--- src/rtl/pixreg_pkg.sv ---
package pixreg_pkg;
  localparam int CODE_W     = 4;
  localparam int CODE_LONG  = 13;
  localparam int CODE_SMALL = 14;
  localparam int CODE_NONE  = 15;
  localparam int TOT_SAT    = 14;

  typedef enum logic [1:0] {PX_IDLE, PX_CNT, PX_DONE} px_st_t;

  // small-hit limit in counts: 0 disables small hits
  function automatic logic [CODE_W-1:0] small_thr(input logic [1:0] mode);
    case (mode)
      2'd0:    small_thr = CODE_W'(0);
      2'd1:    small_thr = CODE_W'(1);
      default: small_thr = CODE_W'(2);
    endcase
  endfunction
endpackage

--- src/rtl/pixreg_pixel.sv ---
module pixreg_pixel
  import pixreg_pkg::*;
(
  input  logic              clk,
  input  logic              rst,
  input  logic              disc,
  input  logic              join_ok,
  input  logic              clear,
  input  logic [CODE_W-1:0] thr,
  output logic              rise,
  output logic              busy,
  output logic              big,
  output logic [CODE_W-1:0] code
);
  logic              dq;
  px_st_t            st;
  logic [CODE_W-1:0] cnt;

  assign rise = disc & ~dq;
  assign busy = (st == PX_CNT);
  assign big  = (st != PX_IDLE) && (cnt > thr);

  always_comb begin
    if (st == PX_IDLE)                code = CODE_W'(CODE_NONE);
    else if (cnt >= CODE_W'(TOT_SAT)) code = CODE_W'(CODE_LONG);
    else if (cnt <= thr)              code = CODE_W'(CODE_SMALL);
    else                              code = cnt - CODE_W'(1);
  end

  always_ff @(posedge clk) begin
    if (rst) begin
      dq  <= 1'b0;
      st  <= PX_IDLE;
      cnt <= '0;
    end else begin
      dq <= disc;
      if (clear) begin
        st  <= PX_IDLE;
        cnt <= '0;
      end else begin
        case (st)
          PX_IDLE: if (rise && join_ok) begin
            st  <= PX_CNT;
            cnt <= CODE_W'(1);
          end
          PX_CNT: begin
            if (!disc) st <= PX_DONE;
            else if (cnt == CODE_W'(TOT_SAT - 1)) begin
              cnt <= CODE_W'(TOT_SAT);
              st  <= PX_DONE;
            end else cnt <= cnt + CODE_W'(1);
          end
          default: ;
        endcase
      end
    end
  end

  // a finished count is frozen until the event closes
  p_done_frozen_r1: assert property (@(posedge clk) disable iff (rst)
    (st == PX_DONE && !clear) |=> $stable(cnt));
endmodule

--- src/rtl/pixreg_slots.sv ---
module pixreg_slots
  import pixreg_pkg::*;
#(
  parameter int NPIX   = 4,
  parameter int NSLOT  = 5,
  parameter int LAT_W  = 9,
  parameter int SPAN_W = 4,
  localparam int SLOT_W = (NSLOT > 1) ? $clog2(NSLOT) : 1,
  localparam int TOT_W  = CODE_W * NPIX
)(
  input  logic              clk,
  input  logic              rst,
  input  logic              alloc,
  input  logic              close_we,
  input  logic [SLOT_W-1:0] close_slot,
  input  logic              close_keep,
  input  logic [TOT_W-1:0]  close_tot,
  input  logic              close_nbr,
  input  logic              trig,
  input  logic [SPAN_W-1:0] span,
  input  logic [LAT_W-1:0]  lat,
  input  logic              tok_in,
  input  logic              rd,
  output logic              any_free,
  output logic [SLOT_W-1:0] free_idx,
  output logic              tok_out,
  output logic              out_valid,
  output logic [TOT_W-1:0]  out_tot,
  output logic [SPAN_W-1:0] out_idx,
  output logic              out_nbr
);
  logic [NSLOT-1:0]  v, cl, mk, match, expire, rdhit, ready;
  logic [LAT_W-1:0]  age  [NSLOT];
  logic [TOT_W-1:0]  tot  [NSLOT];
  logic [SPAN_W-1:0] idx  [NSLOT];
  logic [NSLOT-1:0]  nb;
  logic [SLOT_W-1:0] out_slot, sel;
  logic              any_ready;

  always_comb begin
    any_free = 1'b0;
    free_idx = '0;
    any_ready = 1'b0;
    sel = '0;
    for (int s = NSLOT - 1; s >= 0; s--) begin
      if (!v[s]) begin
        any_free = 1'b1;
        free_idx = SLOT_W'(s);
      end
      if (ready[s]) begin
        any_ready = 1'b1;
        sel = SLOT_W'(s);
      end
    end
  end

  for (genvar s = 0; s < NSLOT; s++) begin : g_slot
    logic [LAT_W:0] reach;
    assign reach    = {1'b0, age[s]} + (LAT_W+1)'(span);
    assign match[s] = trig && v[s] && !mk[s] && (age[s] <= lat) && (reach >= {1'b0, lat});
    assign expire[s] = v[s] && cl[s] && !mk[s] && !match[s] && (age[s] >= lat);
    assign rdhit[s] = rd && out_valid && (out_slot == SLOT_W'(s));
    assign ready[s] = v[s] && cl[s] && mk[s] && !rdhit[s];

    always_ff @(posedge clk) begin
      if (rst) begin
        v[s]   <= 1'b0;
        cl[s]  <= 1'b0;
        mk[s]  <= 1'b0;
        age[s] <= '0;
        tot[s] <= '0;
        idx[s] <= '0;
        nb[s]  <= 1'b0;
      end else if (alloc && free_idx == SLOT_W'(s)) begin
        v[s]   <= 1'b1;
        cl[s]  <= 1'b0;
        mk[s]  <= 1'b0;
        age[s] <= LAT_W'(1);
      end else if (v[s]) begin
        if (age[s] != '1) age[s] <= age[s] + LAT_W'(1);
        if (match[s]) begin
          mk[s]  <= 1'b1;
          idx[s] <= SPAN_W'(lat - age[s]);
        end
        if (close_we && close_slot == SLOT_W'(s)) begin
          if (!close_keep) v[s] <= 1'b0;
          cl[s]  <= 1'b1;
          tot[s] <= close_tot;
          nb[s]  <= close_nbr;
        end
        if (expire[s] || rdhit[s]) v[s] <= 1'b0;
      end
    end
  end

  always_ff @(posedge clk) begin
    if (rst) begin
      out_valid <= 1'b0;
      tok_out   <= 1'b0;
      out_slot  <= '0;
      out_tot   <= '0;
      out_idx   <= '0;
      out_nbr   <= 1'b0;
    end else begin
      out_valid <= tok_in && any_ready;
      tok_out   <= tok_in && !any_ready;
      out_slot  <= sel;
      out_tot   <= tot[sel];
      out_idx   <= idx[sel];
      out_nbr   <= nb[sel];
    end
  end

  // a region never drives data and forwards the token at once
  p_tok_excl_r9: assert property (@(posedge clk) disable iff (rst)
    !(tok_out && out_valid));
  // the read event is gone after the read edge
  p_rd_frees_r9: assert property (@(posedge clk) disable iff (rst)
    (rd && out_valid) |=> !v[$past(out_slot)]);
endmodule

--- src/rtl/pixreg_hitbuf.sv ---
module pixreg_hitbuf
  import pixreg_pkg::*;
#(
  parameter int NPIX   = 4,
  parameter int NSLOT  = 5,
  parameter int LAT_W  = 9,
  parameter int SPAN_W = 4,
  localparam int SLOT_W = (NSLOT > 1) ? $clog2(NSLOT) : 1,
  localparam int TOT_W  = CODE_W * NPIX
)(
  input  logic              clk,
  input  logic              rst,
  input  logic [NPIX-1:0]   disc,
  input  logic              nbr_in,
  input  logic [1:0]        disc_mode,
  input  logic [LAT_W-1:0]  lat,
  input  logic              trig,
  input  logic [SPAN_W-1:0] trig_span,
  input  logic              tok_in,
  input  logic              rd,
  output logic              tok_out,
  output logic              out_valid,
  output logic [TOT_W-1:0]  out_tot,
  output logic [SPAN_W-1:0] out_idx,
  output logic              out_nbr,
  output logic              ovf
);
  logic [NPIX-1:0]   rise, busy, big;
  logic [TOT_W-1:0]  codes;
  logic [CODE_W-1:0] thr;
  logic              ev_open, nbr_acc, any_free, join_ok, alloc, close_ev;
  logic [SLOT_W-1:0] ev_slot, free_idx;
  logic [1:0]        win;

  assign thr      = small_thr(disc_mode);
  assign join_ok  = ev_open ? (win != 2'd3) : any_free;
  assign alloc    = !ev_open && (|rise) && any_free;
  assign close_ev = ev_open && (win == 2'd3) && !(|busy);

  for (genvar p = 0; p < NPIX; p++) begin : g_pix
    pixreg_pixel u_pix (
      .clk     (clk),
      .rst     (rst),
      .disc    (disc[p]),
      .join_ok (join_ok),
      .clear   (close_ev),
      .thr     (thr),
      .rise    (rise[p]),
      .busy    (busy[p]),
      .big     (big[p]),
      .code    (codes[p*CODE_W +: CODE_W])
    );
  end

  always_ff @(posedge clk) begin
    if (rst) begin
      ev_open <= 1'b0;
      ev_slot <= '0;
      win     <= '0;
      nbr_acc <= 1'b0;
      ovf     <= 1'b0;
    end else begin
      if (!ev_open && (|rise) && !any_free) ovf <= 1'b1;
      if (alloc) begin
        ev_open <= 1'b1;
        ev_slot <= free_idx;
        win     <= 2'd1;
        nbr_acc <= nbr_in;
      end else if (close_ev) begin
        ev_open <= 1'b0;
      end else if (ev_open) begin
        if (win != 2'd3) begin
          win     <= win + 2'd1;
          nbr_acc <= nbr_acc | nbr_in;
        end
      end
    end
  end

  pixreg_slots #(.NPIX(NPIX), .NSLOT(NSLOT), .LAT_W(LAT_W), .SPAN_W(SPAN_W)) u_slots (
    .clk        (clk),
    .rst        (rst),
    .alloc      (alloc),
    .close_we   (close_ev),
    .close_slot (ev_slot),
    .close_keep (|big),
    .close_tot  (codes),
    .close_nbr  (nbr_acc),
    .trig       (trig),
    .span       (trig_span),
    .lat        (lat),
    .tok_in     (tok_in),
    .rd         (rd),
    .any_free   (any_free),
    .free_idx   (free_idx),
    .tok_out    (tok_out),
    .out_valid  (out_valid),
    .out_tot    (out_tot),
    .out_idx    (out_idx),
    .out_nbr    (out_nbr)
  );

  // overflow flag is sticky
  p_ovf_sticky_r8: assert property (@(posedge clk) disable iff (rst)
    ovf |=> ovf);
endmodule

--- config.mk ---
export PLATFORM = sky130hd
export DESIGN_NAME = pixreg_hitbuf
export DESIGN_NICKNAME = d
export VERILOG_FILES = /design/src/rtl/pixreg_pkg.sv /design/src/rtl/pixreg_pixel.sv /design/src/rtl/pixreg_slots.sv /design/src/rtl/pixreg_hitbuf.sv
export SDC_FILE = /design/constraint.sdc
export NUM_CORES = 1
export LEC_CHECK = 0
export BUFFER_PORTS_ARGS = -buffer_cell sky130_fd_sc_hd__buf_2
export CORE_ASPECT_RATIO = 1.4
export CORE_MARGIN = 5
export CORE_UTILIZATION = 60
export DETAILED_ROUTE_END_ITERATION = 10
export GPL_ROUTABILITY_DRIVEN = 0
export PLACE_DENSITY = 0.86
export SLEW_MARGIN = 10
export SYNTH_ARGS = -nofsm -noshare
export SYNTH_HDL_FRONTEND = slang
export SYNTH_SLANG_ARGS = --single-unit
--- constraint.sdc ---
create_clock -name clk -period 4.66 [get_ports clk]
set_clock_uncertainty 0.15 [all_clocks]
set_input_delay 0.932 -clock clk [delete_from_list [all_inputs] [get_ports clk]]
set_output_delay 0.932 -clock clk [all_outputs]
set_load 0.03 [all_outputs]
# Word-level counts from Yosys, hierarchy flattened
# Memory sizes are Yosys's and may differ from the RTL's. A register that Yosys moved wholly into a read port is not among the register bits.
# Index checks and enable logic that the tools add are counted.
classes:
  add_sub_neg: 24
  magnitude_cmp: 28
  n_eq_ne: 41
  muxes: 211
  bitwise_logic: 35
  n_reduce_logical: 159
op_table:
  columns: ["cell", "n"]
  rows:
  - ["1-bit 2-to-1 mux", 135]
  - ["4-bit 2-to-1 mux", 29]
  - ["9-bit 2-to-1 mux", 10]
  - ["1-bit logical AND", 81]
  - ["16-bit 2-to-1 mux", 5]
  - ["9-bit by 4-bit adder with 10-bit output", 5]
  - ["10-bit by 9-bit >= comparator with 1-bit output", 5]
  - ["9-bit by 1-bit adder with 9-bit output, second input constant", 5]
  - ["9-bit >= comparator", 5]
  - ["9-bit <= comparator", 5]
  - ["9-bit != test, second input constant", 5]
  - ["3-bit AND reduction", 15]
  - ["4-bit case mux with 2 select lines", 4]
  - ["3-bit 2-to-1 mux", 10]
  - ["2-bit 2-to-1 mux", 12]
  - ["2-bit nonzero test", 11]
  - ["1-bit bitwise OR", 21]
  - ["2-bit case mux with 2 select lines", 5]
  - ["2-bit AND reduction", 10]
  - ["4-bit subtractor", 5]
  - ["1-bit logical NOT", 19]
  - ["3-bit by 2-bit == test with 1-bit output, second input constant", 6]
  - ["2-bit != test, second input constant", 9]
  - ["4-bit by 1-bit adder with 4-bit output, second input constant", 4]
  - ["other kinds (21)", 77]
word_totals:
  register_bits: 62
  mem_bits_rw: 145
  input_bits: 25
  output_inout_bits: 24
  wordCells: 543
  n_memories: 3
mem_list:
  columns: ["name", "depth", "width", "read_ports", "rd_ports_with_merged_regs", "wr", "line_no", "text"]
  rows:
  - ["u_slots.tot", 5, 16, 1, 1, 5, "pixreg_slots.sv:34", "logic [TOT_W-1:0] tot [NSLOT];"]
  - ["u_slots.age", 5, 9, 5, 0, 5, "pixreg_slots.sv:33", "logic [LAT_W-1:0] age [NSLOT];"]
  - ["u_slots.idx", 5, 4, 1, 1, 5, "pixreg_slots.sv:35", "logic [SPAN_W-1:0] idx [NSLOT];"]

# Depth between registers and ports, before layout
# Gate-level depths: netlist of run 1.
logic_depth:
  depth_word: 12
  ltp_mapped: 13
  ltp_nobuf: 13

# By module
# Synthesis of run 1 repeated with hierarchy kept, for this count alone.
unflattened:
  cells_unflattened: 1500
  hier_area_um2: 14994.4
by_module_without_submodules:
  columns: ["module", "instances", "cells_per_inst", "area_per_inst_um2", "seq_area_each_um2"]
  rows:
  - ["pixreg_slots", 1, 1165, 12246.7, 5275.1]
  - ["pixreg_pixel", 4, 72, 585.6, 140.1]
  - ["pixreg_hitbuf", 1, 47, 405.4, 160.2]

# Worst setup path before layout of run 1
# Ideal clock, no wire load.
synth_timing:
  path_type: "input port to flip-flop"
  startpoint: "in trig_span[0]"
  endpoint: "mem u_slots.idx[0][0], enable pin"
  setup_ps: 361
  t_arrival_ps: 3605
  required_ps: 4149
  path_slack_ps: 544
  stages: 12
  path_buffers: 0
  cell_sequence: "ha_1 > fa_1 > a21o_1 > a21oi_1 > nor2_1 > xor2_1 > ha_1 > o2111ai_1 > nor2_1 > a21oi_1 > or3b_2 > o21ai_0"
synth_lines:
  columns: ["item", "line_no", "text"]
  rows:
  - ["start, declared", "pixreg_hitbuf.sv:18", "input logic [SPAN_W-1:0] trig_span,"]
  - ["end, declared", "pixreg_slots.sv:35", null]

==> reports/qor.csv, run 1 <==
metric,value,unit
fin_setup_tns,0,ps
clkLatencyLatePin,520,ps
cp_slowest_stage_delay,490,ps
place_hpwl,25.8,mm
ant_nets,0,
r2r_slack,620,ps
routed_wl,36.2,mm
final_cell_mix,"nor2_1 (195), ha_1 (160), edfxtp_1 (145)",
final.period_utilization,0.876,
vias,11600,
n_antenna_cell,0,
cp_cell_sequence,buf_2 > ha_1 > fa_1 > a21o_1 > a21oi_1 > xnor2_1 > ha_1 > nand2_1 > o211ai_1 > a21oi_1 > o21ai_0 > nand3_1 > o21ai_0,
cts_sinks,227,
final_nets,1697,
hold_viol_final,0,
async_flop_share,0,
antenna_found_initial,0,
first_pass_iters,5,
rsz0062_at_grt,no,
synth_edf_count,145,
synth_top_family_by_area,simple AND/OR/NAND/NOR gates,
grt_usage,0.263,
grt_pass1_wl,57.4,mm
yosys.area.top_type,edfxtp_1,
syn_nets,1656,
final_common_cell,nor2_1,
hold_ws,295,ps
crit_buf_inv,1,
cts_inserted_buffers,23,
grt_max_degree,35,
crit_path_top_delay_cell,o21ai_0,
drtIter0Drc,869,
crit_type,input port to flip-flop,
cpLargestDelayFamily,compound AO/OA/AOI/OAI gates,
startpoint_type,input port,
cts_setup_buffers,0,
grt_pass1_vias,11400,
synth-xor-area-share,0.0489,
die_w,141,um
synth-simple-area-share,0.175,
cts_buffer_depth,3,
ys_types,81,
portBuffers,48,
cts_hold_buffers,0,
syn_inst,1461,
root_buffer,clkbuf_16,
dp.cells,1787,
required,4670,ps
synth_compound_area_frac,0.148,
fmax,245,MHz
yosys-mux-area-fraction,0.0192,
drive_gt1_frac,0.101,
synthTopCellsByArea,"edfxtp_1 (30%), ha_1 (14%), dfxtp_1 (11%)",
cp_data_arrival_time,4090,ps
tightest_slew,1090,ps
synthAdderAreaFrac,0.154,
report.final.slew_viol_count,0,
initial_utilization,0.604,
fp.dieH,193,um
drc,0,
ys.flop_type,edfxtp_1,
p_leak,6.69,nW
h-tree-depth,1,
rows,67,
crit_fanout,6,
coreArea,0.0237,mm2
cts_resized,0,
dieArea,0.0271,mm2
status,completed,
num_io_pins,49,
syn_avg_cell_area,9.81,um2
yosysTopAreaCellShare,0.304,
setup_viol,0,
yosysWarnings,0,
wl_per_cell,19.8,um
layout_min_cycle_time,4080,ps
vdd_drop_max,305,uV
syn_to_final_growth,8.86,%
ys_ff_latch,227,
via_per_inst,6.33,
maxCapViolCount,0,
power_density,333,mW/mm2
tritoncts,built,
slew-limit-headroom,0.273,
grt-ovfl-total,0,
path_clk_slew,60,ps
ys_seq_area_frac,0.418,
min_path_type,flip-flop to flip-flop,
stdcell_count,1829,
end_kind,flip-flop,
utilization,0.658,
syn_area,0.0143,mm2
-- worst register-to-register path, delay by kind of cell (launching register included) --
kind / cells / cell delay (ps)
adders and majority gates: 3 / 1050
AOI/OAI and AO/OA: 6 / 1510
and+or+nand+nor: 2 / 310
xor gates and xnor gates: 1 / 160
DFF: 1 / 520
-- final timing paths --
kind              cells after the start                             from                         endpoint
setup reg to reg                     12      u_slots.age[1][0]$_DFFE_PP_  u_slots.idx[1][1]$_SDFFCE_PN0P_
setup / recovery                     13                     trig_span[0]  u_slots.idx[1][1]$_SDFFCE_PN0P_
hold / removal                        1  u_slots.tot[4][8]$_SDFFCE_PN0P_    u_slots.out_tot[8]$_SDFF_PP0_
hold reg to reg                       1  u_slots.tot[4][8]$_SDFFCE_PN0P_    u_slots.out_tot[8]$_SDFF_PP0_
-- metal layers --
metal,vias up,share of wire,global-route usage
met2,515,0.50,0.470
met1,5529,0.36,0.291
met5,-,0,0
met4,0,0.075,0.176
met3,155,0.061,0.0372
li1,5377,-,-
-- where the power goes --
part / switching, mW / internal (mW)
combinational: 0.559 / 0.378
clock: 0.790 / 1.07
sequential: 0.139 / 2.25
-- final cells by class --
type,count,area (um2)
Inverter,81,304
Tap cell,310,388
Sequential cell,227,6000
Fill cell,1784,8130
Multi-Input combinational cell,1106,7810
Clock buffer,32,639
Timing Repair Buffer,63,353
Clock inverter,10,108
-- logic make-up after synthesis --
group,after synthesis
xor gates and xnor gates,80
muxes,25
AOI/OAI and AO/OA,326
adders and majority gates,170
DFF,227
buffers and inverters,128
and+or+nand+nor,505
-- cell usage after synthesis, types with 6 or more instances --
cell type,instances
nor2_1,195
inv_1,81
nor2_2,10
clkbuf_1,33
nand2b_1,23
ha_1,160
dfxtp_1,82
o2111ai_1,7
nor3_1,28
nand4_1,15
buf_2,9
and2_1,6
nor2b_1,27
or3_1,8
nand3_1,56
a21oi_1,82
o2bb2ai_1,20
fa_1,10
xor2_1,47
and3_1,11
a32oi_1,6
mux2_2,20
nor4_1,11
a211oi_1,12
xnor2_1,33
o21ai_0,71
a31oi_1,6
edfxtp_1,145
nand2_1,82
a21o_1,33
o22ai_1,28
-- metrics by stage --
step	total power [mW]	worst slack [ps]	instance area, um2
global placement	3.28	325	14900
floorplan	3.06	544	14300
detailed placement	3.34	170	14900
global route	5.41	362	15600
finish	5.19	578	15600
CTS	5.19	637	15600
-- registers in the layout (all words and copies together) (netlist names), 4 cells and up --
name,cells
u_slots.age,45
g_pix.u_pix.cnt,16
u_slots.v,5
u_slots.out_idx,4
u_slots.tot,80
u_slots.mk,5
u_slots.nb,5
u_slots.idx,20
g_pix.u_pix.st,8
u_slots.cl,5
u_slots.out_tot,16
g_pix.u_pix.dq,4
(Power assumes the default switching activity.)
==> inputs of run 2 (changes only) <==
==> constraint.sdc (replaced) <==
create_clock -name clk -period 4.8 [get_ports clk]
set_clock_uncertainty 0.15 [all_clocks]
set_input_delay 0.96 -clock clk [delete_from_list [all_inputs] [get_ports clk]]
set_output_delay 0.96 -clock clk [all_outputs]
set_load 0.03 [all_outputs]
==> reports/qor.csv, run 2 (same netlist as run 1, synthesis figures left out) <==
metric,value,unit,change
status,completed,,unchanged
largest_reg_flops,80,,unchanged
required,4810,ps,was 4670 ps
largest-register,u_slots.tot,,unchanged
drive_gt1_frac,0.102,,was 0.101
rsz0062_at_grt,no,,unchanged
initial_utilization,0.604,,unchanged
place_ws,126,ps,was 170 ps
tritoncts,built,,unchanged
startpoint_type,input port,,unchanged
vias,11500,,was 11600
fmax,238,MHz,
grt_usage,0.265,,was 0.263
vdd_drop_max,369,uV,was 305 uV
setup_viol,0,,unchanged
cts_hold_buffers,0,,unchanged
fin_setup_tns,0,ps,unchanged
fp.dieH,193,um,unchanged
cts_setup_buffers,0,,unchanged
wl_per_cell,19.8,um,about the same
crit_path_start,trig_span[0],,unchanged
ant_nets,0,,unchanged
grt_max_degree,35,,unchanged
num_io_pins,49,,unchanged
die_w,141,um,unchanged
multiInputGateArea,0.00781,mm2,unchanged
min_from,u_slots.tot[4][5]$_SDFFCE_PN0P_,,was u_slots.tot[4][8]$_SDFFCE_PN0P_
p_leak,6.71,nW,was 6.69 nW
report.final.slew_viol_count,0,,unchanged
path_clk_slew,60,ps,about the same
rows,67,,unchanged
grt_pass1_wl,57.9,mm,was 57.4 mm
final.period_utilization,0.874,,
cp_data_arrival_time,4200,ps,was 4090 ps
coreArea,0.0237,mm2,unchanged
portBuffers,48,,unchanged
regArea,0.00600,mm2,unchanged
rr_startpoint,u_slots.age[0][0]$_DFFE_PP_,,was u_slots.age[1][0]$_DFFE_PP_
maxCapViolCount,0,,unchanged
slew-limit-headroom,0.278,,was 0.273
power_density,324,mW/mm2,was 333 mW/mm2
largest_registers,"u_slots.tot (80), u_slots.age (45), u_slots.idx (20)",,unchanged
root_buffer,clkbuf_16,,unchanged
dieArea,0.0271,mm2,unchanged
first_pass_iters,5,,unchanged
h-tree-depth,1,,unchanged
grt_pass1_vias,11800,,was 11400
grt-ovfl-total,0,,unchanged
layout_min_cycle_time,4200,ps,
n_antenna_cell,0,,unchanged
cts_sinks,227,,unchanged
clkLatencyLatePin,530,ps,was 520 ps
cts_buffer_depth,3,,unchanged
final_nets,1698,,was 1697
via_per_inst,6.27,,was 6.33
drtIter0Drc,977,,was 869
final_common_cell,nor2_1,,unchanged
final_cell_mix,"nor2_1 (195), ha_1 (160), edfxtp_1 (145)",,unchanged
routed_wl,36.3,mm,was 36.2 mm
end_kind,flip-flop,,unchanged
min_path_type,flip-flop to flip-flop,,unchanged
cts_resized,0,,unchanged
layout_setup_ws,604,ps,was 578 ps
place_hpwl,26.4,mm,was 25.8 mm
hold_viol_final,0,,unchanged
antenna_found_initial,0,,unchanged
tightest_slew,1080,ps,was 1090 ps
cts_inserted_buffers,23,,unchanged
syn_to_final_growth,9.06,%,was 8.86%
fill_cells,1809,,was 1784
drc,0,,unchanged
crit_type,input port to flip-flop,,unchanged
crit_fanout,5,,was 6
## run 2: final cells by class
class | count | area share
multi-input cells | 1106 | 0.500
flip-flops and latches | 227 | 0.384
clock buffers | 26 | 0.0389
well taps | 310 | 0.0248
repair buffers | 64 | 0.0231
inverters | 81 | 0.0195
clock inverters | 16 | 0.0102
## run 2: stage by stage
step / util / hold WS [ps] / power [mW] / area, um2 / instances
after floorplan: - / 276 / 2.97 / 14300 / 1461
after global placement: 0.626 / 281 / 3.19 / 14900 / 1788
after detailed placement: 0.626 / 296 / 3.24 / 14900 / 1788
after CTS: 0.659 / 311 / 5.08 / 15600 / 1830
after global routing: 0.659 / 317 / 5.28 / 15600 / 1830
final: 0.659 / 311 / 5.06 / 15600 / 1830
## run 2: report_power, final
group	total [mW]	switching [mW]	internal, mW	leakage, nW
sequential	2.32	0.135	2.18	2.18
combinational	0.907	0.540	0.367	4.15
clock	1.84	0.765	1.08	0.378
## run 2: final timing paths
path	slack (ps)	cells after the start	end
max	600	13	u_slots.idx[0][3]$_SDFFCE_PN0P_
min	310	1	u_slots.out_tot[5]$_SDFF_PP0_
max reg2reg	710	12	u_slots.idx[0][3]$_SDFFCE_PN0P_
min reg2reg	310	1	u_slots.out_tot[5]$_SDFF_PP0_
## run 2: critical path: stages
cell	delay (ps)
buf_2	170
ha_1	260
fa_1	420
a21o_1	190
a21oi_1	280
nor2_1	130
xor2_1	170
ha_1	290
o2111ai_1	130
nor2_1	110
a21oi_1	110
or3b_2	550
o21ai_0	440
## run 2: layer usage
metal | up-vias | routed length [um] | GRT usage | share of wire
li1 | 5377 | - | - | -
met1 | 5460 | 13000 | 0.279 | 0.36
met2 | 484 | 18200 | 0.484 | 0.50
met3 | 154 | 2200 | 0.0350 | 0.061
met4 | 0 | 2970 | 0.191 | 0.082
met5 | - | 0 | 0 | 0
